<file path="src/rtl/dual_slope_seq.sv">
module dual_slope_seq #(
  parameter int CW        = 16,
  parameter int AZ_CYCLES = 8
) (
  input  logic          clk,
  input  logic          rst_n,
  input  logic          start,
  input  logic [CW-1:0] runup_len,
  input  logic          cmp_zero,
  output logic          sw_reset,
  output logic          sw_input,
  output logic          sw_ref,
  output logic          busy,
  output logic          eoc,
  output logic [CW:0]   result,
  output logic          overrange
);
  localparam int RW = CW + 1;
  localparam logic [RW-1:0] AZ_LAST = RW'(AZ_CYCLES - 1);

  typedef enum logic [2:0] {S_IDLE, S_AZ, S_RUNUP, S_RUNDOWN, S_DONE} st_t;

  st_t           st;
  logic [RW-1:0] cnt;
  logic [CW-1:0] t1q;
  logic [RW-1:0] t1_last, lim;

  assign t1_last = {1'b0, t1q} - RW'(1);
  assign lim     = {t1q, 1'b0};

  always_ff @(posedge clk or negedge rst_n) begin
    if (!rst_n) begin
      st        <= S_IDLE;
      cnt       <= '0;
      t1q       <= CW'(1);
      result    <= '0;
      overrange <= 1'b0;
    end else begin
      case (st)
        S_IDLE: if (start) begin
          st  <= S_AZ;
          cnt <= '0;
          t1q <= (runup_len == '0) ? CW'(1) : runup_len;
        end
        S_AZ: if (cnt == AZ_LAST) begin
          st  <= S_RUNUP;
          cnt <= '0;
        end else cnt <= cnt + RW'(1);
        S_RUNUP: if (cnt == t1_last) begin
          st  <= S_RUNDOWN;
          cnt <= '0;
        end else cnt <= cnt + RW'(1);
        S_RUNDOWN: if (cmp_zero) begin
          result    <= cnt;
          overrange <= 1'b0;
          st        <= S_DONE;
        end else if (cnt == lim) begin
          result    <= lim;
          overrange <= 1'b1;
          st        <= S_DONE;
        end else cnt <= cnt + RW'(1);
        default: st <= S_IDLE;
      endcase
    end
  end

  assign sw_reset = (st == S_AZ);
  assign sw_input = (st == S_RUNUP);
  assign sw_ref   = (st == S_RUNDOWN);
  assign busy     = sw_reset | sw_input | sw_ref;
  assign eoc      = (st == S_DONE);
endmodule

</file>
<file path="config.mk">
export PLATFORM = sky130hd
export DESIGN_NAME = dual_slope_seq
export DESIGN_NICKNAME = d
export VERILOG_FILES = /design/src/rtl/dual_slope_seq.sv
export SDC_FILE = /design/constraint.sdc
export NUM_CORES = 1
export LEC_CHECK = 0
export ABC_AREA = 0
export BUFFER_PORTS_ARGS = -buffer_cell sky130_fd_sc_hd__buf_4
export CAP_MARGIN = 15
export CELL_PAD_IN_SITES_DETAIL_PLACEMENT = 0
export CELL_PAD_IN_SITES_GLOBAL_PLACEMENT = 2
export CORE_MARGIN = 3
export CORE_UTILIZATION = 39
export DETAILED_ROUTE_END_ITERATION = 7
export PLACE_DENSITY = 0.95
export RECOVER_POWER = 25
export SETUP_SLACK_MARGIN = 0.4
export SLEW_MARGIN = 20
export SYNTH_ARGS = -nofsm -noshare
export SYNTH_HDL_FRONTEND = slang
export SYNTH_SLANG_ARGS = --single-unit
</file>
<file path="constraint.sdc">
create_clock -name clk -period 6.1 [get_ports clk]
set_clock_uncertainty 0.05 [all_clocks]
set_input_delay 0.305 -clock clk [delete_from_list [all_inputs] [get_ports clk]]
set_output_delay 0.305 -clock clk [all_outputs]
set_load 0.005 [all_outputs]
</file>
==> results.md <==
* Pwr/cell area at 450 nW/um2
* Worst reg-to-reg path cell count at 10
* CP Cell Sequence: inv_1 > ha_1 > or3b_2 > or4_1 > o2111ai_1 > o22ai_1 > or4_4 > a21oi_4 > o21ai_0 > o2bb2ai_1
* Fin. max-slew vios at 55
* Layout Nets at 418
* Effective utilization at floorplan at 0.412
* ANT nets after route at 0
* Area share of the largest cell type after synthesis at 0.380
* CP Class: register to register
* CP Max Fanout at 27
* DRT Pass-1 Iters at 5
* DR vias/cell at 5.83
* Setup crit end kind: register
* Utilization after layout at 0.460
* Synth Register Bits at 54
* Syn Inst Count at 388
* Die footprint at 10,100 um2
* Status: finished with violations
* Sequential area share after synthesis at 0.388
* Hold bufs inserted after CTS at 0
* Slew margin rel. at -0.967
* Row count at 33
* HP Start: runup_len[1]
* First-pass GRT wire length at 14.6 mm
* Port bufs at 42
* Bufs on Longest Clock Path at 2
* Post-synthesis cell area at 3490 um2
* Max_cap viols at 1
* Cell family with most CP delay: simple AND/OR/NAND/NOR gates
* Main synth FF type: dfrtp_1
* Count leader, synth: dfrtp_1
* 1st-iter DRT viols at 202
* Vias at 2,929
* EDFF count, synth at 0
* Worst path bufs/invs at 1
* Congestion Overflow GR at 0
* Initial antenna violation count at 0
* Hold crit path type: input port to register
* Syn avg cell area at 8.99 um2
* Post-CTS setup buffers at 0
* Failing checks: max-capacitance violations, max-slew violations
* Leakage power at 1.71 nW
* Root buf cell: clkbuf_8
* Area Growth Syn to Fin at 11.5%
* Synth Net Count at 410
* Hold worst-path end: t1q[1]
* Critical R2R Capture: cnt[4]
* RePlAce Congestion at 0.939
* Max Clock Freq at 265 MHz
* Overall routing resource usage at 0.182
* RR Startpoint: t1q[1]
* Synth warn at 0
* Ranking of synthesized cells by area: dfrtp_1 38%, xor2_1 5.3%, mux2i_1 4.9%, mux2_2 4.5%, a21oi_1 3.9%
* Die height at 101 um
* Clock slew at reported path FFs at 0.10 ns
* Synth top cells by count: 53 x dfrtp_1, 34 x clkbuf_1, 33 x nor2_1
* R2R setup slack at 2.32 ns
* # setup viols final at 0
* DR WL/cell at 17.7 um
* Post-synthesis cell type count at 51
* Final WL at 8.88 mm
* Startpoint types: register
* RSZ-0062 raised after global routing: no
* Vias in the first global route at 2,739
* H-tree levels at 2
* CTS buffer count at 5
* Hold path cells at 3
* Slowest cell on the critical path: or4_4
* # DRC at 0
* CTS sink count at 54
* Diode count at 0
* Asr flop ratio synth at 1.00
* FILL cells at 828
* Final HPWL DP at 6.37 mm
* Pin count of the biggest net entering global routing at 55
* Fin crit share at 0.620
* Max IR drop VDD at 0.225 mV
* Core Area at 8460 um2
* CTS tree: yes
* Worst skew pair latency at 0.30 ns
* Max stage delay on crit path at 0.58 ns
* Chip width at 101 um
* Min cycle time layout at 3.78 ns
* Largest area contributor in the netlist: dfrtp_1
* Setup TNS at 0 ns
* WP data required at 6.22 ns
* IO Count at 43
* Slew @ Worst Pin at 2.95 ns
* Final Hold Fails at 0
* Share of post-route cells with drive strength above 1 at 0.189
* Worst EP arrival at 3.90 ns
* # resized after CTS at 0
-- final cells by class --
cell class	count	area, um2	area share
Clock buffer	7	86.3	0.0222
Clock inverter	1	30.0	0.00772
Inverter	7	26.3	0.00675
Multi-Input combinational cell	285	1950	0.500
Sequential cell	54	1350	0.348
Tap cell	105	131	0.0338
Timing Repair Buffer	43	319	0.0820
-- worst max-delay path by stage --
stage           start  endpoint  slack [ns]  cells past startpoint
2_1_floorplan  t1q[0]   cnt[14]        2.75                     12
3_3_place_gp   t1q[1]    cnt[8]        2.39                     10
3_5_place_dp   t1q[1]   cnt[14]        2.36                     10
4_1_cts        t1q[1]   cnt[14]        2.33                     10
5_1_grt        t1q[1]    cnt[6]        2.06                     10
6_report       t1q[1]    cnt[4]        2.32                     10
-- metrics by stage --
| stage | power [mW] | worst slack (ns) | std cells | hold slack, ns | area [um2] |
|---|---|---|---|---|---|
| after global placement | 1.48 | 2.39 | 494 | 0.343 | 3770 |
| after floorplan | 1.24 | 2.75 | 388 | -0.0406 | 3490 |
| after global routing | 1.89 | 2.06 | 502 | 0.173 | 3890 |
| after detailed placement | 1.50 | 2.36 | 494 | 0.349 | 3770 |
| final | 1.75 | 2.32 | 502 | 0.187 | 3890 |
| after CTS | 1.76 | 2.33 | 502 | 0.00965 | 3890 |
-- power by group --
part / switching [mW] / leakage, nW / internal, mW
logic: 0.384 / 0.982 / 0.386
clock network: 0.118 / 0.0585 / 0.134
registers: 0.237 / 0.672 / 0.491
-- metal layers --
metal / global-route usage / up-vias / share of wire
li1: - / 1400 / -
met3: 0.0284 / 2 / 0.054
met1: 0.268 / 1430 / 0.49
met2: 0.283 / 97 / 0.45
met5: 0 / - / 0
met4: 0.0352 / 0 / 0.0047
-- cells in the final DEF, fill, tap and decap left out, types with 4 or more instances in the layout --
cell / n
inv_1: 7
xor2_1: 21
a21oi_1: 27
or3_1: 6
a21o_1: 8
dfrtp_1: 53
mux2i_1: 17
nor4_1: 14
nor2_1: 32
o211ai_1: 4
a211o_1: 9
buf_4: 42
clkbuf_8: 6
o21ai_0: 13
mux2_2: 14
nand4_1: 9
nor3b_1: 5
xnor2_1: 13
nand2_1: 25
nor3_1: 16
nand3_1: 9
-- flip-flops by register name, indices dropped and copies added, names as in the netlist --
| signal | cells |
|---|---|
| result | 17 |
| st | 3 |
| overrange | 1 |
| cnt | 17 |
| t1q | 16 |
-- cell families after synthesis --
group	count (synthesis)	share of synthesized area
AOI/OAI and AO/OA	75	0.141
xor gates and xnor gates	35	0.0921
adders and majority gates	2	0.00717
buffers and inverters	49	0.0588
DFF	54	0.388
muxes	31	0.0939
and+or+nand+nor	142	0.219
-- worst min-delay path: stages --
cell     delay, ns
buf_4         0.08
nand2_1       0.05
o21ai_0       0.07
(Power assumes the default switching activity.)
